===== config.mk =====
export PLATFORM = sky130hd
export DESIGN_NAME = cursor_overlay
export DESIGN_NICKNAME = d
export VERILOG_FILES = /design/src/rtl/cursor_pkg.sv /design/src/rtl/cursor_fetch.sv /design/src/rtl/cursor_pixel.sv /design/src/rtl/cursor_overlay.sv
export SDC_FILE = /design/constraint.sdc
export NUM_CORES = 1
export LEC_CHECK = 0
export ABC_CLOCK_PERIOD_IN_PS = 3900
export BUFFER_PORTS_ARGS = -buffer_cell sky130_fd_sc_hd__buf_2
export CORE_AREA = 2 2 237 239
export DETAILED_ROUTE_END_ITERATION = 7
export DIE_AREA = 0 0 239 241
export SLEW_MARGIN = 15
export SYNTH_ARGS = -nofsm -noshare
export SYNTH_HDL_FRONTEND = slang
export SYNTH_HIERARCHICAL = 1
export SYNTH_SLANG_ARGS = --single-unit

===== constraint.sdc =====
create_clock -name clk -period 3.9 [get_ports clk]
set_input_delay 0.195 -clock clk [delete_from_list [all_inputs] [get_ports clk]]
set_output_delay 0.195 -clock clk [all_outputs]
set_load 0.005 [all_outputs]

===== src/rtl/cursor_pkg.sv =====
package cursor_pkg;
   localparam int CUR_DIM     = 64;
   localparam int ROW_BYTES   = 16;
   localparam int PLANE_BYTES = 8;
   localparam int PIX_W       = 32;
   localparam int COL_W       = 24;
   localparam int X_W         = 14;
   localparam int Y_W         = 12;

   function automatic logic [PIX_W-1:0] colour_word(input logic [COL_W-1:0] c);
      return {c, 8'hFF};
   endfunction
endpackage


===== src/rtl/cursor_fetch.sv =====
module cursor_fetch
   import cursor_pkg::*;
#(
   parameter int ADDR_W     = 27,
   parameter int BEAT_BYTES = 4
) (
   input  logic                      clk,
   input  logic                      rst_n,
   input  logic                      req,
   input  logic [Y_W-1:0]            line,
   input  logic [Y_W-1:0]            cur_y,
   input  logic [Y_W-1:0]            vend,
   input  logic [ADDR_W-1:0]         img_base,
   output logic                      busy,
   output logic                      hit,
   output logic [8*ROW_BYTES-1:0]    row_bytes,
   output logic                      mem_rd_en,
   output logic [ADDR_W-1:0]         mem_addr,
   input  logic [8*BEAT_BYTES-1:0]   mem_rd_data
);
   localparam int BEATS  = ROW_BYTES / BEAT_BYTES;
   localparam int CNT_W  = (BEATS > 1) ? $clog2(BEATS) : 1;
   localparam int LANE_W = 8 * BEAT_BYTES;

   logic [Y_W-1:0]   row_diff;
   logic             in_win;
   logic             issuing;
   logic [CNT_W-1:0] beat_q;
   logic             pend_q;
   logic [CNT_W-1:0] pend_idx_q;
   logic             last_issue;

   assign row_diff   = line - cur_y;
   assign in_win     = (line >= cur_y) && (row_diff < Y_W'(CUR_DIM)) && (line <= vend);
   assign mem_rd_en  = issuing;
   assign last_issue = (beat_q == CNT_W'(BEATS - 1));

   always_ff @(posedge clk or negedge rst_n) begin
      if (!rst_n) begin
         busy       <= 1'b0;
         hit        <= 1'b0;
         issuing    <= 1'b0;
         beat_q     <= '0;
         pend_q     <= 1'b0;
         pend_idx_q <= '0;
         mem_addr   <= '0;
         row_bytes  <= '0;
      end else begin
         pend_q     <= issuing;
         pend_idx_q <= beat_q;
         if (req && !busy) begin
            hit <= in_win;
            if (in_win) begin
               busy     <= 1'b1;
               issuing  <= 1'b1;
               beat_q   <= '0;
               mem_addr <= img_base + {{(ADDR_W-10){1'b0}}, row_diff[5:0], 4'b0000};
            end
         end
         if (issuing) begin
            mem_addr <= mem_addr + ADDR_W'(BEAT_BYTES);
            beat_q   <= beat_q + 1'b1;
            if (last_issue) issuing <= 1'b0;
         end
         if (pend_q) begin
            row_bytes[int'(pend_idx_q)*LANE_W +: LANE_W] <= mem_rd_data;
            if (pend_idx_q == CNT_W'(BEATS - 1)) busy <= 1'b0;
         end
      end
   end
endmodule


===== src/rtl/cursor_pixel.sv =====
module cursor_pixel
   import cursor_pkg::*;
(
   input  logic                   clk,
   input  logic                   rst_n,
   input  logic                   valid_in,
   input  logic [X_W-1:0]         x,
   input  logic [PIX_W-1:0]       pin,
   input  logic                   en,
   input  logic                   line_hit,
   input  logic [X_W-1:0]         cur_x,
   input  logic [X_W:0]           hwidth,
   input  logic [8*ROW_BYTES-1:0] row_bytes,
   input  logic [COL_W-1:0]       colour0,
   input  logic [COL_W-1:0]       colour1,
   output logic                   valid_out,
   output logic [PIX_W-1:0]       pout
);
   logic [X_W-1:0]   col_full;
   logic [5:0]       col;
   logic             in_x;
   logic             mask_bit;
   logic             pat_bit;
   logic [PIX_W-1:0] mixed;

   assign col_full = x - cur_x;
   assign col      = col_full[5:0];
   assign in_x     = (x >= cur_x) && (col_full < X_W'(CUR_DIM)) && ({1'b0, x} < hwidth);
   assign mask_bit = row_bytes[{1'b0, col[5:3], ~col[2:0]}];
   assign pat_bit  = row_bytes[{1'b1, col[5:3], ~col[2:0]}];

   always_comb begin
      if (!(en && line_hit && in_x))      mixed = pin;
      else if (mask_bit && pat_bit)       mixed = ~pin;
      else if (mask_bit)                  mixed = pin;
      else if (pat_bit)                   mixed = colour_word(colour1);
      else                                mixed = colour_word(colour0);
   end

   always_ff @(posedge clk or negedge rst_n) begin
      if (!rst_n) begin
         valid_out <= 1'b0;
         pout      <= '0;
      end else begin
         valid_out <= valid_in;
         pout      <= mixed;
      end
   end
endmodule


===== src/rtl/cursor_overlay.sv =====
module cursor_overlay
   import cursor_pkg::*;
#(
   parameter int ADDR_W     = 27,
   parameter int BEAT_BYTES = 4
) (
   input  logic                    clk,
   input  logic                    rst_n,
   input  logic                    cfg_enable,
   input  logic                    cfg_lock,
   input  logic [31:0]             cfg_pos,
   input  logic [31:0]             cfg_offset,
   input  logic [23:0]             cfg_colour0,
   input  logic [23:0]             cfg_colour1,
   input  logic [31:0]             disp_base,
   input  logic [31:0]             disp_htotal,
   input  logic [31:0]             disp_vtotal,
   input  logic                    frame_start,
   input  logic                    fetch_req,
   input  logic [11:0]             fetch_line,
   input  logic                    line_start,
   output logic                    fetch_busy,
   output logic                    mem_rd_en,
   output logic [ADDR_W-1:0]       mem_addr,
   input  logic [8*BEAT_BYTES-1:0] mem_rd_data,
   input  logic                    pix_valid,
   input  logic [13:0]             pix_x,
   input  logic [31:0]             pix_in,
   output logic                    pix_out_valid,
   output logic [31:0]             pix_out
);
   if (!(BEAT_BYTES == 1 || BEAT_BYTES == 2 || BEAT_BYTES == 4 ||
         BEAT_BYTES == 8 || BEAT_BYTES == 16)) begin : g_bad_beat
      $error("BEAT_BYTES must be a power of two from 1 to 16");
   end
   if (ADDR_W < 10 || ADDR_W > 27) begin : g_bad_addr
      $error("ADDR_W must lie between 10 and 27");
   end

   logic [X_W-1:0]         sh_x;
   logic [Y_W-1:0]         sh_y;
   logic [ADDR_W-5:0]      sh_off;
   logic [COL_W-1:0]       sh_c0;
   logic [COL_W-1:0]       sh_c1;
   logic [ADDR_W-1:0]      img_base;
   logic [X_W:0]           hwidth;
   logic                   f_hit;
   logic [8*ROW_BYTES-1:0] f_bytes;
   logic                   act_hit;
   logic [8*ROW_BYTES-1:0] act_bytes;

   assign img_base = disp_base[ADDR_W-1:0] + {sh_off, 4'b0000};
   assign hwidth   = {disp_htotal[26:16] + 11'd1, 3'b000} | {X_W+1{1'b0}};

   always_ff @(posedge clk or negedge rst_n) begin
      if (!rst_n) begin
         sh_x      <= '0;
         sh_y      <= '0;
         sh_off    <= '0;
         sh_c0     <= '0;
         sh_c1     <= '0;
         act_hit   <= 1'b0;
         act_bytes <= '0;
      end else begin
         if (frame_start && !cfg_lock) begin
            sh_x   <= cfg_pos[29:16];
            sh_y   <= cfg_pos[11:0];
            sh_off <= cfg_offset[ADDR_W-1:4];
            sh_c0  <= cfg_colour0;
            sh_c1  <= cfg_colour1;
         end
         if (line_start) begin
            act_hit   <= f_hit;
            act_bytes <= f_bytes;
         end
      end
   end

   cursor_fetch #(.ADDR_W(ADDR_W), .BEAT_BYTES(BEAT_BYTES)) u_fetch (
      .clk(clk), .rst_n(rst_n), .req(fetch_req), .line(fetch_line),
      .cur_y(sh_y), .vend(disp_vtotal[27:16]), .img_base(img_base),
      .busy(fetch_busy), .hit(f_hit), .row_bytes(f_bytes),
      .mem_rd_en(mem_rd_en), .mem_addr(mem_addr), .mem_rd_data(mem_rd_data)
   );

   cursor_pixel u_pixel (
      .clk(clk), .rst_n(rst_n), .valid_in(pix_valid), .x(pix_x), .pin(pix_in),
      .en(cfg_enable), .line_hit(act_hit), .cur_x(sh_x), .hwidth(hwidth),
      .row_bytes(act_bytes), .colour0(sh_c0), .colour1(sh_c1),
      .valid_out(pix_out_valid), .pout(pix_out)
   );
endmodule



**Word-level counts from Yosys, hierarchy flattened**

Index checks and enable logic that the tools add are counted.

- Eq/ne operators: 2
- Multiplexer cells: 23
- Bitwise operators: 2
- Add/sub/neg operators: 8
- Shifts and indexed selects: 2
- Reduce and logical (&&, ||, !) cells: 14
- Magnitude comparators: 8

Operators by type and width:

| operator | count |
|---|---|
| bitwise mux 128 bit | 1 |
| 2-to-1 mux 32 bit | 4 |
| variable shift 32 x 33 -> 128 bit, first input constant | 1 |
| variable part select 32 x 33 -> 128 bit | 1 |
| 2-to-1 mux 27 bit | 3 |
| negator 7 -> 33 bit | 1 |
| NOT 32 bit | 1 |
| adder 27 x 10 -> 27 bit | 1 |
| adder 27 bit | 1 |
| adder 27 x 3 -> 27 bit, second input constant | 1 |
| >= comparator 14 bit | 1 |
| less-than comparator 14 bit | 1 |
| less-than comparator 14 x 7 -> 1 bit, second input constant | 1 |
| subtractor 14 bit | 1 |
| binary-select mux 1 bit (select 6 bit) | 2 |
| >= comparator 12 bit | 1 |
| <= comparator 12 bit | 1 |
| less-than comparator 12 x 7 -> 1 bit, second input constant | 1 |
| subtractor 12 bit | 1 |
| adder 11 x 1 -> 11 bit, second input constant | 1 |
| 2-to-1 mux 1 bit | 10 |
| logical AND 1 bit | 9 |
| less-than comparator 6 x 8 -> 1 bit, second input constant | 1 |
| less-than comparator 7 x 8 -> 1 bit, second input constant | 1 |
| 7 further kinds | 12 |

- Logic and storage cells: 76
- Output and inout bits: 62
- Input bits: 306
- Flip-flop bits (word level): 422

**Logic depth before layout (Yosys ltp)**

Gate-level depths: netlist (run 1).

- Depth in word-level cells: 8
- Depth in mapped cells: 17
- Gate-level depth less buffers: 16

**By module**

Netlist (run 1), hierarchy kept.

Modules (own cells, without submodules):

| module | area an instance (µm²) | cells each | instances |
|---|---|---|---|
| cursor_overlay | 9788.1 | 689 | 1 |
| cursor_fetch | 8172.8 | 728 | 1 |
| cursor_pixel | 3917.5 | 431 | 1 |

**Least setup slack after synthesis (run 1)**

OpenSTA, ideal clock, no wires.

- Path kind: reg2reg
- Start point: reg sh_x[0]
- End point: reg u_pixel.pout[11]
- Library setup time: 137 ps
- Period minus slack after synthesis: 3309 ps
- Stages on the path, launching flop included: 14
- Required time: 3763 ps
- Buffers on the path: 3
- Path slack: 591 ps
- Arrival time: 3172 ps
- Path through: dfrtp_1 > ha_1 > fa_1 > buf_1 > buf_2 > mux4_2 > mux2i_1 > o21ai_0 > nand3_1 > nand4_2 > o211a_1 > buf_2 > o22ai_1 > a21oi_1

- Cells in the longest elaborated chain, start to end: 8

Ends and longest elaborated chain:

| item | line | source |
|---|---|---|
| start: declaration | cursor_overlay.sv:40 | `logic [X_W-1:0] sh_x;` |
| start signal: assignment | cursor_overlay.sv:66 | `sh_x <= cfg_pos[29:16];` |
| subtractor 14 bit | cursor_pixel.sv:26 | `assign col_full = x - cur_x;` |
| NOT 3 bit | cursor_pixel.sv:29, cursor_pixel.sv:30 |  |
| binary-select mux 1 bit (select 6 bit) | cursor_pixel.sv:30 | `assign pat_bit = row_bytes[{1'b1, col[5:3], ~col[2:0]}];` |
| 2-to-1 mux 1 bit (implied by the code) | cursor_pixel.sv:30 |  |
| 2-to-1 mux 32 bit | cursor_pixel.sv:36 | `else if (pat_bit) mixed = colour_word(colour1);` |
| 2-to-1 mux 32 bit | cursor_pixel.sv:35 | `else if (mask_bit) mixed = pin;` |
| 2-to-1 mux 32 bit | cursor_pixel.sv:34 | `else if (mask_bit && pat_bit) mixed = ~pin;` |
| 2-to-1 mux 32 bit (*) | cursor_pixel.sv:33 | `if (!(en && line_hit && in_x)) mixed = pin;` |
| net u_pixel.mixed[11] | cursor_pixel.sv:24 | `logic [PIX_W-1:0] mixed;` |
| end signal: assignment | cursor_pixel.sv:46 | `pout <= mixed;` |
| end: declaration | cursor_pixel.sv:17 | `output logic [PIX_W-1:0] pout` |

Mark *: on every way through the listed nets, which the timed path passes. The rest lies on a longest branch. The select of a mux whose other input is x is not followed.
A chain may end at the register's enable or synchronous reset.

**Worst setup path in the final report (run 1)**

- Start point: reg sh_y[0]
- End point: reg u_fetch.mem_addr[19]

- Cells in the longest elaborated chain, start to end: 6

Ends and longest elaborated chain:

| item | line | source |
|---|---|---|
| start: declaration | cursor_overlay.sv:41 | `logic [Y_W-1:0] sh_y;` |
| start signal: assignment | cursor_overlay.sv:67 | `sh_y <= cfg_pos[11:0];` |
| parallel branches: the longest is 6 deep, another holds adder 27 x 10 -> 27 bit | - |  |
| end signal: assignment | cursor_fetch.sv:57 | `mem_addr <= img_base + {{(ADDR_W-10){1'b0}}, row_diff[5:0], 4'b0000};` |
| end signal: assignment | cursor_fetch.sv:61 | `mem_addr <= mem_addr + ADDR_W'(BEAT_BYTES);` |
| end: declaration | cursor_fetch.sv:18 | `output logic [ADDR_W-1:0] mem_addr,` |

Several ways; the timed one is not identified. The select of a mux whose other input is x is not followed.

==> results.yml, run 1 <==
clock_tree:
  h-tree-depth: 2
  clk_pin_slew_ps: 60
  root_buffer: "clkbuf_16"
  cts_tree: "built"
  cts-buffers-inserted: 48
  clk_latency_ps: 600
  clock_path_buffers: 3
  clkSinkCount: 422
floorplan:
  row_count: 86
  die_h_um: 241
  die_area_um2: 57600
  ios: 368
  start_util: 0.3987
  coreArea_um2: 54880
  dieWidth_um: 239
timing:
  fin_ws_ps: 292.1
  maxSlewHeadroom: 0.4364
  fin_tns_setup_ps: 0
  slew_viol_final: 0
  rsz0062_at_grt: "false"
  setup_violations: 0
  min_period_over_period: 0.9251
  hold_viol: 0
  min_period_ps: 3608
  fin_skew_ps: 23.93
  max_freq_ghz: 0.2772
  tightest_slew_ps: 845.4
pwr:
  netSwitchingFraction: 0.3299
  intPower_uw: 10780
  switchingPower_uw: 5309
  vdd_ir_drop_max_v: 0.0004292
  seqPwrFrac: 0.389
  power.density_nw_per_um2: 583.0
  p_comb_frac: 0.319
  p_clk_frac: 0.292
  totalPowerFinal_uw: 16090
  leakagePower_uw: 0.01287
detailed_routing:
  finalWirelength_um: 59240
  routedWlPerCell_um: 19.40
  drt-pass1-iter-count: 5
  viasPerCell: 5.526
  final_antenna_net_count: 0
  drc: 0
  drt_iter0_markers: 1066
  vias: 16880
finish:
  syn2layout_area_growth_pct: 26.18
  stdcell_count: 3054
  fin_util: 0.5030
  layout.nets: 2707
  multiInputGateArea_um2: 10640
  n_fill_cell: 4856
  seq_area_um2: 10560
  drive_gt1_frac: 0.3035
  mostFrequentLayoutCell: "dfrtp_1"
  final_cell_mix: "dfrtp_1 (422), buf_2 (304), mux2_2 (226), dlygate4sd3_1 (167), a22o_1 (128)"
setup_path:
  path_cells: "ha_1 -> fa_1 -> nand2b_1 -> a21oi_1 -> nor2_1 -> nor2_1 -> ha_1 -> nor3_1 -> or2_2 -> nor3_1 -> nand3_1 -> xnor2_1 -> o41ai_1 -> o22ai_1"
  critical_path_class: "register to register"
  worstSetupEndpointType: "register"
  critPathMaxFanout: 5
  required_ps: 4350
  cp.arrival_ps: 4050
  worstSetupStartpointType: "register"
  slowest_delay_ps: 420
  cpMaxStageDelayCell: "nor3_1"
yosys:
  synth_warnings: 6
  ys_seq_elements: 422
  syn_area_per_cell_um2: 11.84
  synthFlopType: "dfrtp_1"
  ys_types: 88
  syn-cell-area_um2: 21880
  netlist_top_cells_area: "dfrtp_1 (48%), mux2_2 (12%), a22o_1 (5.1%)"
  async_flop_share: 1.000
  yosysTopAreaCell: "dfrtp_1"
  synth_top_cell_area_share: 0.4827
  synth-edff-count: 0
  syn_inst: 1848
  seq_area_frac_synth: 0.4827
placed_design:
  gp_congestion: 0.8595
  post-place-ws_ps: 313.7
  dp_hpwl_um: 39780
  io_buffer_count: 306
  place_inst: 2796
global_route:
  grt.total_usage: 0.2009
  grt_max_degree: 119
  antenna_found_initial: 6
  grt_pass1_wl_um: 92460
  grt_pass1_vias: 16970
  globalRoute.totalOverflow: 0
flow_run:
  cap_violations: 0
min_path:
  hold_class: "input port to register"
outcome:
  status: "finished, final reports clean"
[path summary, 6_finish.rpt]
kind                                               start                            endpoint  slack [ps]  cells past startpoint
max in group asynchronous                          rst_n          u_pixel/pout[12]$_DFF_PN0_        2480                      3
min                                            fetch_req             u_fetch/hit$_DFFE_PN0P_          30                      3
min in group asynchronous                          rst_n  u_fetch/row_bytes[114]$_DFFE_PN0P_         270                      2
max reg2reg                          sh_y[0]$_DFFE_PN0P_    u_fetch/mem_addr[19]$_DFFE_PN0P_         290                     14
min reg2reg                u_fetch/beat_q[1]$_DFFE_PN0P_     u_fetch/pend_idx_q[1]$_DFF_PN0_         410                      0
max                                  sh_y[0]$_DFFE_PN0P_    u_fetch/mem_addr[19]$_DFFE_PN0P_         290                     14
[worst max-delay path: cells and delay by family, from the launching register on]
family / cells / cell delay, ps
AND/OR/NAND/NOR: 7 / 1410
flip-flops: 1 / 380
adder cells (fa/ha/maj): 3 / 890
XOR/XNOR: 1 / 180
AO/OA/AOI/OAI: 3 / 580
[sequential cells by signal, summed over array words and instances, names as in the netlist]
signal / flops
act_bytes: 128
u_fetch/row_bytes: 128
u_pixel/pout: 32
u_fetch/mem_addr: 27
sh_c0: 24
sh_c1: 24
sh_off: 23
sh_x: 14
sh_y: 12
u_fetch/beat_q: 2
u_fetch/pend_idx_q: 2
act_hit: 1
u_fetch/busy: 1
u_fetch/hit: 1
u_fetch/mem_rd_en: 1
u_fetch/pend_q: 1
u_pixel/valid_out: 1
[power by group through the flow]
stage,Combinational [uW],Clock [uW],Sequential [uW]
after floorplan,3510,0,6110
after global placement,4840,0,6260
after detailed placement,4970,0,6320
after CTS,5130,4820,6260
after global routing,5620,5000,6430
final,5140,4690,6260
[metrics by stage]
| stage | hold WS [ps] | cell area (um2) |
|---|---|---|
| 3_3_place_gp | 305.1 | 24270 |
| 4_1_cts | 5.806 | 27590 |
| 2_1_floorplan | -100.6 | 21890 |
| 6_report | 34.43 | 27610 |
| 3_5_place_dp | 313.0 | 24270 |
| 5_1_grt | 14.69 | 27610 |
[cells in the mapped netlist, types with 7 or more instances]
| cell type | number |
|---|---|
| a211oi_1 | 10 |
| a21o_1 | 21 |
| a21oi_1 | 63 |
| a22o_1 | 128 |
| a31oi_1 | 22 |
| a32o_1 | 24 |
| and3_1 | 20 |
| buf_2 | 21 |
| clkbuf_1 | 66 |
| dfrtp_1 | 422 |
| ha_1 | 88 |
| inv_1 | 75 |
| mux2_2 | 226 |
| mux2i_1 | 18 |
| mux4_2 | 32 |
| nand2_1 | 86 |
| nand2b_1 | 11 |
| nand3_1 | 42 |
| nand4_1 | 34 |
| nor2_1 | 84 |
| nor2b_1 | 13 |
| nor3_1 | 16 |
| o21a_1 | 11 |
| o21ai_0 | 41 |
| o22ai_1 | 30 |
| o31ai_1 | 12 |
| o41ai_1 | 7 |
| or3_1 | 8 |
| xnor2_1 | 49 |
| xor2_1 | 27 |
[layout make-up]
type                       instances  area share
inverter                          76     0.01033
tap                              704     0.03191
sequential                       422      0.3825
clock inverter                    21     0.01097
clock buffer                      66     0.04886
antenna                            4   0.0003626
multi-input combinational       1255      0.3855
timing repair buffer             506      0.1295
[cell families after synthesis]
kind of cell	synth area share
buffers and inverters	0.03448
other	0.0001714
adders and majority gates	0.05399
AOI/OAI and AO/OA	0.1576
and+or+nand+nor	0.08178
xor gates and xnor gates	0.03042
DFF	0.4827
muxes	0.1589
[per-layer routing]
metal | vias up | wire length (um) | part of all wire | global-route usage
met3 | 117 | 3247 | 0.055 | 0.04243
met4 | 4 | 1610 | 0.027 | 0.06250
li1 | 7881 | - | - | -
met1 | 8419 | 25910 | 0.44 | 0.2659
met5 | - | 21 | 0.00035 | 0
met2 | 456 | 28450 | 0.48 | 0.3311
[what timing repair did]
item / 4_1_cts / 5_1_grt
endpoints found under the hold margin: 367 / 0
endpoints found under the setup margin: 0 / 1
gates resized for setup: 0 / 1
hold buffers: 167 / 0
setup buffers: 0 / 0
Note: power is estimated with default switching activity, not from simulation.
==> run 2, diff against run 1 <==
Settings changed: BUFFER_PORTS_ARGS -buffer_cell sky130_fd_sc_hd__buf_2 to unset, DONT_BUFFER_PORTS set to 1.
==> run 2 against run 1 <==
The run now ends with hold timing, slew limit left. Clock skew is 7.3 ps higher. Power decreased by 1.8%. Die area stayed put. Global-route usage down 0.60 points. Worst hold slack got worse by 720 ps. Critical endpoint unchanged. Largest cell class unchanged. Largest power group unchanged.
==> results.yml, run 2 (synthesis gave the netlist of run 1 again) <==
finish:
  drive_gt1_frac: 0.1997
  design_area_um2: 26050
  layout.nets: 2403
  fin_util: 0.4746
  seq_area_um2: 10560
  mostFrequentLayoutCell: "dfrtp_1"
  multiInputGateArea_um2: 10660
  syn2layout_area_growth_pct: 19.05
  n_fill_cell: 4843
  top_regs: "act_bytes x128, u_fetch/row_bytes x128, u_pixel/pout x32"
  final_cell_mix: "dfrtp_1 (422), mux2_2 (226), dlygate4sd3_1 (169), a22o_1 (128), ha_1 (87)"
pwr:
  switchingPower_uw: 5124
  vdd_ir_drop_max_v: 0.0004062
  intPower_uw: 10680
  p_comb_frac: 0.297
  netSwitchingFraction: 0.3241
  leakagePower_uw: 0.01164
  power.density_nw_per_um2: 606.9
  seqPwrFrac: 0.405
  p_clk_frac: 0.298
timing:
  fin_tns_setup_ps: 0
  maxSlewHeadroom: -0.01941
  setup_violations: 0
  fin_skew_ps: 31.27
  rsz0062_at_grt: "false"
  min_period_over_period: 0.9338
  timing.hold.ws_ps: -682.9
  hold_viol: 422
  fin_ws_ps: 258.4
  tightest_slew_ps: 1529
  max_freq_ghz: 0.2746
  min_period_ps: 3642
  slew_viol_final: 64
floorplan:
  dieWidth_um: 239
  row_count: 86
  start_util: 0.3987
  die_area_um2: 57600
  coreArea_um2: 54880
  die_h_um: 241
  ios: 368
detailed_routing:
  final_antenna_net_count: 0
  vias: 15830
  dr_wl_met3_um: 3477
  dr_wl_met2_um: 27540
  drt-pass1-iter-count: 7
  drt_iter0_markers: 921
  wl_met1_um: 25050
  routed.top_layer: "met5"
  routedWlPerCell_um: 21.09
  finalWirelength_um: 57920
  drc: 0
  viasPerCell: 5.764
clock_tree:
  clk_latency_ps: 590
  h-tree-depth: 2
  clk_pin_slew_ps: 60
  hold_buffers: 170
  clkSinkCount: 422
  root_buffer: "clkbuf_16"
  clock_path_buffers: 3
  cts-buffers-inserted: 49
  cts_tree: "built"
global_route:
  grt_pass1_wl_um: 89360
  grt.total_usage: 0.1948
  antenna_found_initial: 8
  grt_max_degree: 423
  grt_pass1_vias: 16200
  globalRoute.totalOverflow: 0
setup_path:
  worstSetupEndpointType: "register"
  required_ps: 4360
  cp.arrival_ps: 4100
  rrSetupSlack_ps: 260
  worstSetupStartpointType: "register"
  critPathMaxFanout: 5
  critical_path_class: "register to register"
placed_design:
  placed_cell_area_um2: 22650
  gp_congestion: 0.8694
  dp_hpwl_um: 37710
  io_buffer_count: 0
  post-place-ws_ps: 237.8
outcome:
  status: "finished, violations left"
  failed_checks: "hold timing, slew limit"
flow_run:
  cap_violations: 0
min_path:
  hold_class: "input port to asynchronous set/reset pin"
-- run 2: cell types whose count changed in the layout (fill, tap and decap cells not counted), moves of 2 or more --
cell	previous run	this run
clkinv_16	2	0
clkbuf_8	8	11
xor2_1	26	24
clkbuf_16	48	51
dlygate4sd3_1	167	169
xor2_2	1	3
clkbuf_1	10	8
buf_12	9	4
clkinv_2	8	5
buf_2	304	0
buf_4	25	27
-- run 2: final cells by class --
| class | instances | share of cell area |
|---|---|---|
| Sequential cell | 422 | 0.4054 |
| Timing Repair Buffer | 201 | 0.07686 |
| Inverter | 76 | 0.01095 |
| Clock buffer | 70 | 0.05596 |
| Clock inverter | 14 | 0.007254 |
| Antenna cell | 4 | 0.0003843 |
| Multi-Input combinational cell | 1255 | 0.4093 |
| Tap cell | 704 | 0.03382 |
-- run 2: power groups by stage --
stage | Clock (uW) | Sequential, uW | Combinational, uW
after floorplan | 0 | 6110 | 3510
after global placement | 0 | 6410 | 4310
after detailed placement | 0 | 6460 | 4430
after CTS | 4830 | 6400 | 4660
after global routing | 5000 | 6560 | 5120
final | 4710 | 6410 | 4700
-- run 2: worst max-delay path: stages, from the launching register on --
cell and delay (ps):
dfrtp_1 380, ha_1 210, fa_1 400, nand2b_1 190, a21oi_1 220, nor2_1 70, nor2_1 190, ha_1 280
nor3_1 70, or2_2 320, nor3_1 430, nand3_1 160, xnor2_1 170, o41ai_1 300, o22ai_1 110
-- run 2: repair_timing --
| action | in CTS | in global routing |
|---|---|---|
| resized for setup | 0 | 4 |
| setup endpoints to repair | 0 | 9 |
| buffers inserted | 0 | 0 |
| endpoints found under the hold margin | 814 | 422 |
-- run 2: per-stage QoR --
| stage | instances | total power, uW |
|---|---|---|
| 2_1_floorplan | 1852 | 9627 |
| 3_3_place_gp | 2488 | 10710 |
| 3_5_place_dp | 2488 | 10890 |
| 4_1_cts | 2742 | 15890 |
| 5_1_grt | 2744 | 16680 |
| 6_report | 2746 | 15810 |
-- run 2: worst paths after layout --
path	start	depth (start not counted)	end
max in group asynchronous	rst_n	0	sh_c0[19]$_DFFE_PN0P_
worst min-delay path	rst_n	0	u_fetch/row_bytes[113]$_DFFE_PN0P_
min in group clk	cfg_lock	2	sh_y[4]$_DFFE_PN0P_
worst max register to register	sh_y[0]$_DFFE_PN0P_	14	u_fetch/mem_addr[19]$_DFFE_PN0P_
worst max-delay path	sh_y[0]$_DFFE_PN0P_	14	u_fetch/mem_addr[19]$_DFFE_PN0P_
worst min register to register	u_fetch/beat_q[1]$_DFFE_PN0P_	0	u_fetch/pend_idx_q[1]$_DFF_PN0_
-- run 2: layer usage --
| layer | vias up | global-route usage |
|---|---|---|
| li1 | 7279 | - |
| met1 | 7977 | 0.2503 |
| met2 | 431 | 0.3214 |
| met3 | 133 | 0.04449 |
| met4 | 8 | 0.07367 |
| met5 | - | 0 |
==> run 3, diff against run 2 <==
Settings changed: CORE_AREA 2 2 237 239 to 2 2 334 171, DIE_AREA 0 0 239 241 to 0 0 336 173.
==> run 3 against run 2 <==
The flow finishes with violations (hold timing). Clock skew down 1.7 ps. Clock power down 9.3%. Global-route usage up 1.4 points. Die area up 0.92%. Critical endpoint is now u_fetch/mem_addr[22]$_DFFE_PN0P_. Power down 1.6%.
==> results.yml, run 3 (synthesis gave the netlist of run 1 again) <==
placed_design:
  io_buffer_count: 0
  gp_congestion: 0.8624
  dp_hpwl_um: 41770
  post-place-ws_ps: 201.5
  place_inst: 2550
timing:
  hold_viol: 422
  tightest_slew_ps: 1009
  timing.hold.ws_ps: -667.1
  min_period_over_period: 0.9316
  max_freq_ghz: 0.2752
  min_period_ps: 3633
  slew_viol_final: 0
  fin_tns_setup_ps: 0
  fin_skew_ps: 29.53
  setup_violations: 0
  maxSlewHeadroom: 0.3273
  rsz0062_at_grt: "false"
  fin_ws_ps: 266.8
outcome:
  failed_checks: "hold timing"
  status: "finished, violations left"
setup_path:
  path_common_cell: "nor2_1"
  r2r_cells: 14
  cp.depth: 14
  critPathMaxFanout: 8
  r2r-end: "u_fetch/mem_addr[22]$_DFFE_PN0P_"
  slowest_delay_ps: 470
  critical_path.startpoint: "sh_y[0]$_DFFE_PN0P_"
  critical_path_buf_inv_count: 0
  rrSetupSlack_ps: 270
  worstSetupEndpointType: "register"
  cpMaxStageDelayCell: "o31a_1"
  cp.arrival_ps: 4060
  path_cells: "ha_1 -> fa_1 -> nand2b_1 -> a21oi_1 -> nor2_1 -> nor2_1 -> ha_1 -> o21ai_0 -> nor2_1 -> o31a_1 -> nand4_1 -> xnor2_1 -> o41ai_1 -> o21ai_0"
  crit_family: "compound AO/OA/AOI/OAI gates"
  critical_path_class: "register to register"
  cp-endpoint: "u_fetch/mem_addr[22]$_DFFE_PN0P_"
  reg2reg_from: "sh_y[0]$_DFFE_PN0P_"
  required_ps: 4330
  worstSetupStartpointType: "register"
finish:
  syn2layout_area_growth_pct: 18.72
  seq_area_um2: 10560
  final_cell_mix: "dfrtp_1 (422), mux2_2 (226), dlygate4sd3_1 (167), a22o_1 (128), ha_1 (87)"
  multiInputGateArea_um2: 10660
  n_fill_cell: 4913
  layout.nets: 2404
  top_regs: "act_bytes x128, u_fetch/row_bytes x128, u_pixel/pout x32"
  fin_util: 0.4720
  drive_gt1_frac: 0.2008
  stdcell_count: 2795
  mostFrequentLayoutCell: "dfrtp_1"
floorplan:
  dieWidth_um: 336
  die_area_um2: 58130
  coreArea_um2: 55030
  row_count: 61
  start_util: 0.3976
  ios: 368
  die_h_um: 173
flow_run:
  cap_violations: 0
global_route:
  antenna_found_initial: 2
  grt_max_degree: 423
  grt_pass1_vias: 15990
  grt.total_usage: 0.2084
  grt_pass1_wl_um: 95750
  globalRoute.totalOverflow: 0
detailed_routing:
  wl_met1_um: 29660
  routedWlPerCell_um: 22.10
  vias: 16220
  routed.top_layer: "met5"
  drt-pass1-iter-count: 5
  drt_iter0_markers: 1468
  drc: 0
  viasPerCell: 5.805
  final_antenna_net_count: 0
  dr_wl_met2_um: 25740
  dr_wl_met3_um: 5548
  finalWirelength_um: 61770
clock_tree:
  root_buffer: "clkbuf_16"
  hold_buffers: 168
  postCtsSetupBuffers: 0
  clk_latency_ps: 580
  clk_pin_slew_ps: 70
  clkSinkCount: 422
  h-tree-depth: 2
  cts-buffers-inserted: 42
  clock_path_buffers: 3
  cts_tree: "built"
pwr:
  power.density_nw_per_um2: 598.9
  leakagePower_uw: 0.01160
  vdd_ir_drop_max_v: 0.0004160
min_path:
  hold_class: "input port to asynchronous set/reset pin"
run 3: area by class of cell:
type                       instances  share of cell area
clock buffer                      54             0.04413
clock inverter                    21             0.01108
sequential                       422              0.4066
inverter                          76             0.01098
multi-input combinational       1255              0.4105
timing repair buffer             209             0.08016
antenna                            2           0.0001927
tap                              756             0.03642
run 3: worst min-delay path by stage:
| stage | startpoint | endpoint | slack, ps | depth (start not counted) |
|---|---|---|---|---|
| 2_1_floorplan | rst_n | act_bytes[0]$_DFFE_PN0P_ | -100 | 0 |
| 3_3_place_gp | rst_n | sh_x[3]$_DFFE_PN0P_ | -80 | 0 |
| 3_5_place_dp | rst_n | sh_x[3]$_DFFE_PN0P_ | -80 | 0 |
| 4_1_cts | rst_n | sh_x[3]$_DFFE_PN0P_ | -700 | 0 |
| 5_1_grt | rst_n | u_fetch/row_bytes[114]$_DFFE_PN0P_ | -700 | 0 |
| 6_report | rst_n | act_bytes[114]$_DFFE_PN0P_ | -670 | 0 |
run 3: timing repair:
item                                    in CTS  in global routing
endpoints found under the setup margin       0                  5
hold endpoints to repair                   814                422
gates resized for setup                      0                  4
run 3: per-stage QoR:
step / cell area [um2] / power (uW) / hold WS, ps
floorplan: 21890 / 9627 / -100.6
global placement: 22810 / 10840 / -81.18
detailed placement: 22810 / 11020 / -79.73
CTS: 25940 / 15580 / -701.9
global route: 25970 / 16430 / -703.2
finish: 25970 / 15560 / -667.1
run 3: routing by layer:
layer  track usage  vias up
met5             0        -
li1              -     7280
met3       0.05843       77
met4       0.03513        2
met1        0.3225     8259
met2        0.2901      606
run 3: power breakdown:
part           switching [uW]  total [uW]  internal (uW)
clock network            1830        4270           2440
logic                    2530        4880           2340
registers                 885        6410           5520
total                    5250       15600          10300
